$ cat config.mk
export PLATFORM = sky130hd
export DESIGN_NAME = frame_reorder
export DESIGN_NICKNAME = d
export VERILOG_FILES = /design/src/rtl/frame_reorder_pkg.sv /design/src/rtl/fr_dist.sv /design/src/rtl/fr_argmin.sv /design/src/rtl/fr_ref_update.sv /design/src/rtl/frame_reorder.sv
export SDC_FILE = /design/constraint.sdc
export NUM_CORES = 1
export LEC_CHECK = 0
export BUFFER_PORTS_ARGS = -buffer_cell sky130_fd_sc_hd__buf_2
export CORE_MARGIN = 4
export CORE_UTILIZATION = 60
export DETAILED_ROUTE_END_ITERATION = 10
export PLACE_DENSITY = 0.78
export SYNTH_ARGS = -nofsm -noshare
export SYNTH_HDL_FRONTEND = slang
export SYNTH_SLANG_ARGS = --single-unit
$ cat constraint.sdc
create_clock -name clk_i -period 54.1 [get_ports clk_i]
set_input_delay 2.705 -clock clk_i [delete_from_list [all_inputs] [get_ports clk_i]]
set_output_delay 2.705 -clock clk_i [all_outputs]
set_load 0.05 [all_outputs]
$ cat src/rtl/frame_reorder_pkg.sv
package frame_reorder_pkg;
  typedef logic [1:0] tern_t;
  localparam tern_t TERN_X = 2'b10;

  function automatic logic tern_is_x(tern_t t);
    return t[1];
  endfunction
endpackage

$ cat src/rtl/fr_dist.sv
module fr_dist #(
  parameter int WIDTH  = 16,
  parameter int DIST_W = 5
) (
  input  logic [2*WIDTH-1:0] frame_i,
  input  logic [2*WIDTH-1:0] ref_i,
  output logic [DIST_W-1:0]  dist_plain_o,
  output logic [DIST_W-1:0]  dist_flip_o
);
  always_comb begin
    dist_plain_o = '0;
    dist_flip_o  = '0;
    for (int p = 0; p < WIDTH; p++) begin
      if (!frame_i[2*p+1] && !ref_i[2*p+1]) begin
        // both care: a mismatch hurts the plain form, a match hurts the flipped form
        if (frame_i[2*p] != ref_i[2*p]) dist_plain_o += DIST_W'(1);
        else                            dist_flip_o  += DIST_W'(1);
      end
    end
  end
endmodule

$ cat src/rtl/fr_argmin.sv
module fr_argmin #(
  parameter int N_FRAMES = 8,
  parameter int DIST_W   = 5,
  parameter int IDX_W    = 3
) (
  input  logic [DIST_W-1:0]   dist_plain_i [N_FRAMES],
  input  logic [DIST_W-1:0]   dist_flip_i  [N_FRAMES],
  input  logic [N_FRAMES-1:0] avail_i,
  output logic [IDX_W-1:0]    sel_idx_o,
  output logic                sel_flip_o
);
  logic [DIST_W-1:0] best;
  logic              have;

  // scan order index-ascending, plain before flip; strict compare keeps the first
  always_comb begin
    best       = '1;
    have       = 1'b0;
    sel_idx_o  = '0;
    sel_flip_o = 1'b0;
    for (int i = 0; i < N_FRAMES; i++) begin
      if (avail_i[i]) begin
        if (!have || dist_plain_i[i] < best) begin
          best = dist_plain_i[i]; have = 1'b1;
          sel_idx_o = IDX_W'(i); sel_flip_o = 1'b0;
        end
        if (dist_flip_i[i] < best) begin
          best = dist_flip_i[i];
          sel_idx_o = IDX_W'(i); sel_flip_o = 1'b1;
        end
      end
    end
  end
endmodule

$ cat src/rtl/fr_ref_update.sv
module fr_ref_update
  import frame_reorder_pkg::*;
#(
  parameter int WIDTH = 16
) (
  input  logic [2*WIDTH-1:0] chosen_i,
  input  logic               flip_i,
  input  logic [2*WIDTH-1:0] ref_i,
  output logic [2*WIDTH-1:0] filled_o,
  output logic [2*WIDTH-1:0] ref_next_o
);
  always_comb begin
    for (int p = 0; p < WIDTH; p++) begin
      tern_t c, r;
      c = chosen_i[2*p +: 2];
      r = ref_i[2*p +: 2];
      if (tern_is_x(c)) begin
        filled_o[2*p +: 2]   = r;
        ref_next_o[2*p +: 2] = r;
      end else begin
        c = {1'b0, c[0] ^ flip_i};
        filled_o[2*p +: 2] = c;
        if (!tern_is_x(r) && r[0] != c[0]) ref_next_o[2*p +: 2] = TERN_X;
        else                               ref_next_o[2*p +: 2] = c;
      end
    end
  end
endmodule

$ cat src/rtl/frame_reorder.sv
module frame_reorder
  import frame_reorder_pkg::*;
#(
  parameter int N_FRAMES = 8,
  parameter int WIDTH    = 16,
  localparam int IDX_W   = (N_FRAMES > 1) ? $clog2(N_FRAMES) : 1
) (
  input  logic               clk_i,
  input  logic               rst_ni,
  input  logic               wr_en_i,
  input  logic [IDX_W-1:0]   wr_idx_i,
  input  logic [2*WIDTH-1:0] wr_frame_i,
  input  logic               start_i,
  output logic               out_valid_o,
  output logic [IDX_W-1:0]   out_idx_o,
  output logic               out_flip_o,
  output logic [2*WIDTH-1:0] out_frame_o,
  output logic               done_o
);
  localparam int DIST_W = $clog2(WIDTH + 1);
  localparam int CNT_W  = $clog2(N_FRAMES + 1);

  logic [2*WIDTH-1:0]  frames_q [N_FRAMES];
  logic [2*WIDTH-1:0]  ref_q, ref_next, filled;
  logic [N_FRAMES-1:0] avail_q;
  logic [CNT_W-1:0]    cnt_q;
  logic                busy_q;
  logic [DIST_W-1:0]   dist_p [N_FRAMES];
  logic [DIST_W-1:0]   dist_f [N_FRAMES];
  logic [IDX_W-1:0]    sel_idx;
  logic                sel_flip;

  for (genvar g = 0; g < N_FRAMES; g++) begin : g_dist
    fr_dist #(.WIDTH(WIDTH), .DIST_W(DIST_W)) u_dist (
      .frame_i      (frames_q[g]),
      .ref_i        (ref_q),
      .dist_plain_o (dist_p[g]),
      .dist_flip_o  (dist_f[g])
    );
  end

  fr_argmin #(.N_FRAMES(N_FRAMES), .DIST_W(DIST_W), .IDX_W(IDX_W)) u_argmin (
    .dist_plain_i (dist_p),
    .dist_flip_i  (dist_f),
    .avail_i      (avail_q),
    .sel_idx_o    (sel_idx),
    .sel_flip_o   (sel_flip)
  );

  fr_ref_update #(.WIDTH(WIDTH)) u_ref (
    .chosen_i   (frames_q[sel_idx]),
    .flip_i     (sel_flip),
    .ref_i      (ref_q),
    .filled_o   (filled),
    .ref_next_o (ref_next)
  );

  always_ff @(posedge clk_i) begin
    if (!busy_q && wr_en_i && 32'(wr_idx_i) < N_FRAMES) frames_q[wr_idx_i] <= wr_frame_i;
  end

  always_ff @(posedge clk_i or negedge rst_ni) begin
    if (!rst_ni) begin
      busy_q      <= 1'b0;
      done_o      <= 1'b0;
      cnt_q       <= '0;
      avail_q     <= '0;
      ref_q       <= '0;
      out_valid_o <= 1'b0;
      out_idx_o   <= '0;
      out_flip_o  <= 1'b0;
      out_frame_o <= '0;
    end else begin
      out_valid_o <= 1'b0;
      if (!busy_q) begin
        if (start_i) begin
          busy_q  <= 1'b1;
          done_o  <= 1'b0;
          cnt_q   <= '0;
          avail_q <= '1;
          // all-X reference: frame 0 wins step 0 at distance 0, emitted as stored
          ref_q   <= {WIDTH{TERN_X}};
        end
      end else begin
        out_valid_o      <= 1'b1;
        out_idx_o        <= sel_idx;
        out_flip_o       <= sel_flip;
        out_frame_o      <= filled;
        ref_q            <= ref_next;
        avail_q[sel_idx] <= 1'b0;
        cnt_q            <= cnt_q + CNT_W'(1);
        if (cnt_q == CNT_W'(N_FRAMES - 1)) begin
          busy_q <= 1'b0;
          done_o <= 1'b1;
        end
      end
    end
  end
endmodule

# After elaboration in Yosys (flattened, before gate mapping)
# Memory sizes are Yosys's and may differ from the RTL's.
# Cells that the tools add are included.
[word_totals]
ff_bits = 83
latch_bits = 0
ram_bits = 256
romBits = 0
in_bits = 39
out_inout_bits = 38
word_cells = 1449
n_memories = 1
[mem_list]
columns = ["name", "depth", "width", "read_ports", "rd_clocked_by_memory_dff", "wr", "line_no", "text"]
rows = [
  ["frames_q", 8, 32, 9, 0, 1, "frame_reorder.sv:23", "logic [2*WIDTH-1:0] frames_q [N_FRAMES];"],
]
[op_classes]
add_sub_neg = 241
multipliers = 0
div = 0
order_cmp = 17
eq_ne = 162
shift = 0
muxes = 663
bitwise_logic = 18
n_reduce_logical = 323
[ops]
columns = ["operator", "count"]
rows = [
  ["2-to-1 mux 5 bit", 525],
  ["adder 5 x 1 -> 5 bit, second input constant", 240],
  ["logical NOT 1 bit", 152],
  ["logical AND 1 bit", 146],
  ["inequality test 1 bit", 144],
  ["2-to-1 mux 2 bit", 48],
  ["less-than comparator 5 bit", 15],
  ["2-to-1 mux 1 bit", 64],
  ["2-to-1 mux 32 bit", 2],
  ["2-to-1 mux 3 bit", 19],
  ["AND reduction 2 bit", 17],
  ["inequality test 2 bit, second input constant", 16],
  ["2-to-1 mux 8 bit", 2],
  ["bitwise XOR 1 bit", 16],
  ["AND 8 bit", 1],
  ["2-to-1 mux 4 bit", 2],
  ["NOT 8 bit", 1],
  ["logical OR 1 bit", 7],
  ["adder 4 x 1 -> 4 bit, second input constant", 1],
  ["equality test 4 x 3 -> 1 bit, second input constant", 1],
  ["less-than comparator 3 x 4 -> 1 bit, second input constant", 1],
  ["demux 1 bit (select 3 bit)", 1],
  ["greater-or-equal comparator 3 x 1 -> 1 bit, second input constant", 1],
  ["inequality test 2 x 1 -> 1 bit, second input constant", 1],
  ["nonzero test 2 bit", 1],
]

# Longest topological paths before layout
# An unclocked memory read counts as a cell.
[depth]
depth_word = 109
depth_mapped = 201
depth_no_buf = 193

# Hierarchy
# A second synthesis with hierarchy kept.
[hier_totals]
hier_cells = 6907
hier_area_um2 = 57386.3
[by_module_without_submodules]
columns = ["mod", "instances", "cells_per_inst", "area_each_um2", "seq_area_each_um2"]
rows = [
  ["fr_dist at g_dist[0].u_dist ...", 7, 674, 4827.1, 0.0],
  ["frame_reorder", 1, 731, 13046.3, 9764.4],
  ["fr_argmin", 1, 726, 4779.6, 0.0],
  ["fr_dist at g_dist[7].u_dist", 1, 600, 4504.3, 0.0],
  ["fr_ref_update", 1, 132, 1266.2, 0.0],
]

# Worst setup path before layout
# OpenSTA, ideal clock, no wires.
[synth_timing]
kind = "register -> register"
startpoint = "register ref_q[1]"
endpoint = "register ref_q[27]"
setup_ns = 0.135
arrival_ns = 34.936
required_ns = 53.965
path_slack_ns = 19.029
path_stages_with_launch = 188
n_path_buf = 8
period_less_slack_ns = 35.071
path_cell_list = "dfrtp_1 > clkbuf_1 > clkbuf_1 > nor3_1 > ha_1 > nor3b_2 > a31oi_4 > xnor2_1 > ha_1 > xnor3_1 > a21oi_1 > a22o_1 > ha_1 > or3_1 > a211oi_1 > a311oi_1 > a31oi_1 > a21oi_1 > [... 152 more ...] > ha_1 > nand2_1 > nand3b_1 > nor3_1 > nand3_1 > nand2_1 > nand3_1 > a21oi_1 > o21ai_1 > o21a_1 > buf_2 > nand2_4 > buf_8 > mux4_2 > o21a_1 > nand2b_1 > a21oi_1 > o31ai_1"
[synth_between]
elab_chain_cells = 108
word_cells_on_any_way = 867
cone_classes = "240 x add/sub; 15 x order compare; 2 x eq/ne; 584 x mux; 1 x bitwise; 24 x reduce/logical; 1 x memory"
[synth_rtl]
columns = ["element", "line_no", "text"]
rows = [
  ["start, declared", "frame_reorder.sv:24", "logic [2*WIDTH-1:0] ref_q, ref_next, filled;"],
  ["start signal, assigned", "frame_reorder.sv:82", "ref_q <= {WIDTH{TERN_X}};"],
  ["start signal, assigned", "frame_reorder.sv:89", "ref_q <= ref_next;"],
  ["logical NOT 1 bit *", "fr_dist.sv:14", "if (!frame_i[2*p+1] && !ref_i[2*p+1]) begin"],
  ["logical AND 1 bit", "fr_dist.sv:14", ""],
  ["2-to-1 mux 5 bit", "fr_dist.sv:14", ""],
  ["adder 5 x 1 -> 5 bit", "fr_dist.sv:16", "if (frame_i[2*p] != ref_i[2*p]) dist_plain_o += DIST_W'(1);"],
  ["2-to-1 mux 5 bit", "fr_dist.sv:16", ""],
  ["2-to-1 mux 5 bit", "fr_dist.sv:14", ""],
  ["adder 5 x 1 -> 5 bit", "fr_dist.sv:16", ""],
  ["2-to-1 mux 5 bit", "fr_dist.sv:16", ""],
  ["[... 92 more ...]", "--", ""],
  ["2-to-1 mux 3 bit", "fr_argmin.sv:22", "if (avail_i[i]) begin"],
  ["memory (8 x 32 bit)", "--", ""],
  ["bitwise XOR 1 bit", "fr_ref_update.sv:21", "c = {1'b0, c[0] ^ flip_i};"],
  ["inequality test 1 bit", "fr_ref_update.sv:23", "if (!tern_is_x(r) && r[0] != c[0]) ref_next_o[2*p +: 2] = TERN_X;"],
  ["logical AND 1 bit", "fr_ref_update.sv:23", ""],
  ["2-to-1 mux 2 bit", "fr_ref_update.sv:23", ""],
  ["2-to-1 mux 2 bit", "fr_ref_update.sv:17", "if (tern_is_x(c)) begin"],
  ["2-to-1 mux 32 bit", "frame_reorder.sv:75", "if (!busy_q) begin"],
]
# Mark *: on every way between the ends. The rest lies on a longest branch, timed or not. The select of a mux whose other input is x is not followed.
# A chain may end at the register's enable or synchronous reset.

# Worst setup path in the final report
[layout_timing]
startpoint = "register ref_q[2]"
endpoint = "register ref_q[9]"
[layout_between]
elab_chain_cells = 105
word_cells_on_any_way = 834
cone_classes = "224 x add/sub; 15 x order compare; 10 x eq/ne; 568 x mux; 1 x bitwise; 15 x reduce/logical; 1 x memory"
[layout_rtl]
columns = ["element", "line_no"]
rows = [
  ["inequality test 1 bit", "fr_dist.sv:16"],
  ["2-to-1 mux 5 bit", "fr_dist.sv:16"],
  ["2-to-1 mux 5 bit", "fr_dist.sv:14"],
  ["adder 5 x 1 -> 5 bit", "fr_dist.sv:16"],
  ["2-to-1 mux 5 bit", "fr_dist.sv:16"],
  ["2-to-1 mux 5 bit", "fr_dist.sv:14"],
  ["adder 5 x 1 -> 5 bit", "fr_dist.sv:16"],
  ["2-to-1 mux 5 bit", "fr_dist.sv:16"],
  ["[... 89 more ...]", "--"],
  ["2-to-1 mux 3 bit", "fr_argmin.sv:22"],
  ["memory (8 x 32 bit)", "--"],
  ["bitwise XOR 1 bit", "fr_ref_update.sv:21"],
  ["inequality test 1 bit", "fr_ref_update.sv:23"],
  ["logical AND 1 bit", "fr_ref_update.sv:23"],
  ["2-to-1 mux 2 bit", "fr_ref_update.sv:23"],
  ["2-to-1 mux 2 bit", "fr_ref_update.sv:17"],
  ["2-to-1 mux 32 bit", "frame_reorder.sv:75"],
]
# Parallel ways exist; a longest one is shown, timed or not. The select of a mux whose other input is x is not followed.

==> impl_metrics.json <==
{
  "status": "completed",
  "drive_gt1_share_pct": 9.54,
  "synth_edf_count": 256,
  "via_count": 36800,
  "fmax_mhz": 24.7,
  "syn2layout_area_growth_pct": 6.21,
  "cp-start-kind": "flip-flop",
  "reg2regPathDepth": 184,
  "synthArstFlopShare_pct": 24.5,
  "final_nets": 5324,
  "fp.dieArea_mm2": 0.0741,
  "crit_required_ps": 54530,
  "grt_max_degree": 81,
  "fillers": 5853,
  "die_w_um": 272,
  "busiest_layer": "met2",
  "whs_endpoint": "out_frame_o[1]$_DFFE_PN0P_",
  "grt_pass1_vias": 33900,
  "synthCells": 4962,
  "cts-buffers-inserted": 37,
  "clock_latency_ps": 550,
  "synthDistinctLibCells": 128,
  "ant_nets": 0,
  "setup-tns-final_ps": 0,
  "htree_levels": 2,
  "place_congestion": 0.942,
  "cap_violations": 0,
  "root_buffer": "clkbuf_16",
  "end_kind": "flip-flop",
  "crit_arrival_ps": 40910,
  "dr.pass1.iters": 8,
  "cp-startpoint": "ref_q[2]$_DFFE_PN0P_",
  "drt_iter0_markers": 3305,
  "drt_wl_total_um": 116000,
  "cts.sinks": 339,
  "gr-total-overflow": 0,
  "grt_pass1_wl_um": 180000,
  "grt_antenna_before_repair": 9,
  "ys_seq_area_share_pct": 23.3,
  "cts-resized-gates": 0,
  "rsz0062_at_grt": "false",
  "cts_tree": "done",
  "start_util_pct": 60.8,
  "synthFlopType": "edfxtp_1",
  "finalClockSkew_ps": 21.6,
  "slew_headroom_pct": 19.2,
  "coreArea_mm2": 0.0689,
  "grt_use_met3_pct": 3.61,
  "synth_top_cell_area_share_pct": 18.3,
  "ys_warn_count": 0,
  "critPathMaxStageDelay_ps": 750,
  "ios": 77,
  "min_path_type": "reg2reg",
  "crit_path_max_fanout": 44,
  "holdCritStartpoint": "out_frame_o[1]$_DFFE_PN0P_",
  "track_usage_pct": 29.9,
  "whs_path_depth": 1,
  "min_period_ps": 40490,
  "critical_path_class": "reg2reg",
  "grt_use_met1_pct": 40.2,
  "grtUsageMet2_pct": 48.4,
  "cpMostUsedCell": "ha_1",
  "r2r-end": "ref_q[9]$_DFFE_PN0P_",
  "detail_route.wl_per_cell_um": 19.5,
  "synth.net_count": 5294,
  "num_rows": 96,
  "hold_viol": 0,
  "ctsHoldBuffers": 0,
  "slowest_stage": "a311oi_1",
  "yosysTopAreaCell": "edfxtp_1",
  "hold_slack_ps": 499,
  "dp_hpwl_um": 92500,
  "drcViolationCount": 0,
  "post-cts-setup-buffers": 0,
  "vias_per_cell": 6.19,
  "syn_avg_cell_area_um2": 8.44,
  "ys_ff_latch": 339,
  "clock_path_buffers": 3,
  "portBuffers": 76,
  "post-route-period-util_pct": 74.8,
  "synth_area_leaders": "edfxtp_1 (18%), xnor2_1 (12%), ha_1 (8.7%), xor2_1 (6.4%), nand2_1 (5.0%)",
  "clk_pin_slew_worst_paths_ps": 70,
  "setup_viol": 0,
  "ff2ff_setup_slack_ps": 13610,
  "syn_area_mm2": 0.0419,
  "worst_pin_slew_ps": 1210,
  "maxSlewViolCount": 0,
  "die-height_um": 272,
  "rr_startpoint": "ref_q[2]$_DFFE_PN0P_"
}
-- state kept, by name, summed over array words and instances, names as in the netlist --
register / count
avail_q: 8
cnt_q: 4
done_o: 1
out_flip_o: 1
frames_q: 256
ref_q: 32
out_idx_o: 3
out_frame_o: 32
out_valid_o: 1
busy_q: 1
-- through the flow --
step / instances / area [µm²] / util (%) / worst slack (ps)
floorplan: 4962 / 41900 / - / 19030
global placement: 5884 / 43300 / 62.8 / 15480
detailed placement: 5884 / 43300 / 62.8 / 14220
CTS: 5951 / 44500 / 64.5 / 14160
global route: 5954 / 44500 / 64.5 / 10140
finish: 5956 / 44500 / 64.5 / 13610
-- routing by layer --
metal	vias to the layer above	wire [µm]
li1	17900	-
met1	17100	50200
met2	1471	52200
met3	335	7950
met4	10	5880
met5	-	63
-- critical path: cells and delay by family (launching register included) --
family | cells | cell delay, ps
muxes | 8 | 2850
xor gates and xnor gates | 7 | 1600
DFF | 1 | 720
buffers and inverters | 13 | 1430
adders and majority gates | 24 | 6780
AOI/OAI and AO/OA | 81 | 17280
and+or+nand+nor | 51 | 9570
-- cells by family (layout without fill, tap and decap cells) --
kind of cell / Yosys count / in the layout / synth area share, %
and+or+nand+nor: 1830 / 1830 / 21.0
adders and majority gates: 298 / 298 / 8.87
AOI/OAI and AO/OA: 904 / 904 / 14.5
DFF: 339 / 339 / 23.3
muxes: 289 / 289 / 7.67
buffers and inverters: 371 / 429 / 3.62
other: 0 / 5 / 0
xor gates and xnor gates: 931 / 931 / 21.1
-- area by class of cell --
class,count,area (µm²),share of cell area [%]
multi-input cells,4252,30700,69.0
flip-flops and latches,339,9770,22.0
well taps,931,1160,2.62
clock buffers,44,962,2.16
inverters,235,885,1.99
repair buffers,127,766,1.72
clock inverters,23,248,0.557
diodes,5,12.5,0.0281
-- synthesized netlist by cell type (55+ instances only) --
master	instances
o21ai_0	172
dfrtp_1	83
xor2_1	305
a21oi_1	223
mux2_2	142
edfxtp_1	256
ha_1	293
nand2b_1	55
a31oi_1	72
inv_1	229
xnor2_1	564
nor2_1	425
nand3_1	219
nand2_1	560
clkbuf_1	76
nand4_1	87
nor3_1	192
mux2i_1	134
-- layout by cell type, fill, tap and decap left out, types with 38 or more instances in the layout --
cell,n
mux2i_1,134
o211ai_1,49
o31ai_1,41
and2_1,46
o21ai_0,172
xor2_1,305
ha_1,293
nor3_1,187
edfxtp_1,256
nand2b_1,55
buf_2,75
and3_1,42
buf_4,52
a21oi_1,223
mux2_2,142
a31oi_1,72
dfrtp_1,82
nand4_1,87
nor2_1,422
inv_1,229
a21o_1,38
nand2_1,559
xnor2_1,564
nand3_1,219
-- worst max-delay path by stage --
stage | cells after the start | slack (ps) | endpoint
final | 184 | 13610 | ref_q[9]$_DFFE_PN0P_
after floorplan | 187 | 19030 | ref_q[27]$_DFFE_PN0P_
after CTS | 183 | 14160 | ref_q[9]$_DFFE_PN0P_
after global routing | 182 | 10140 | ref_q[9]$_DFFE_PN0P_
after global placement | 179 | 15480 | ref_q[9]$_DFFE_PN0P_
after detailed placement | 183 | 14220 | ref_q[9]$_DFFE_PN0P_
Power is not shown: default switching activity piles up to over one toggle a cycle in this logic, so the estimate is an artifact.
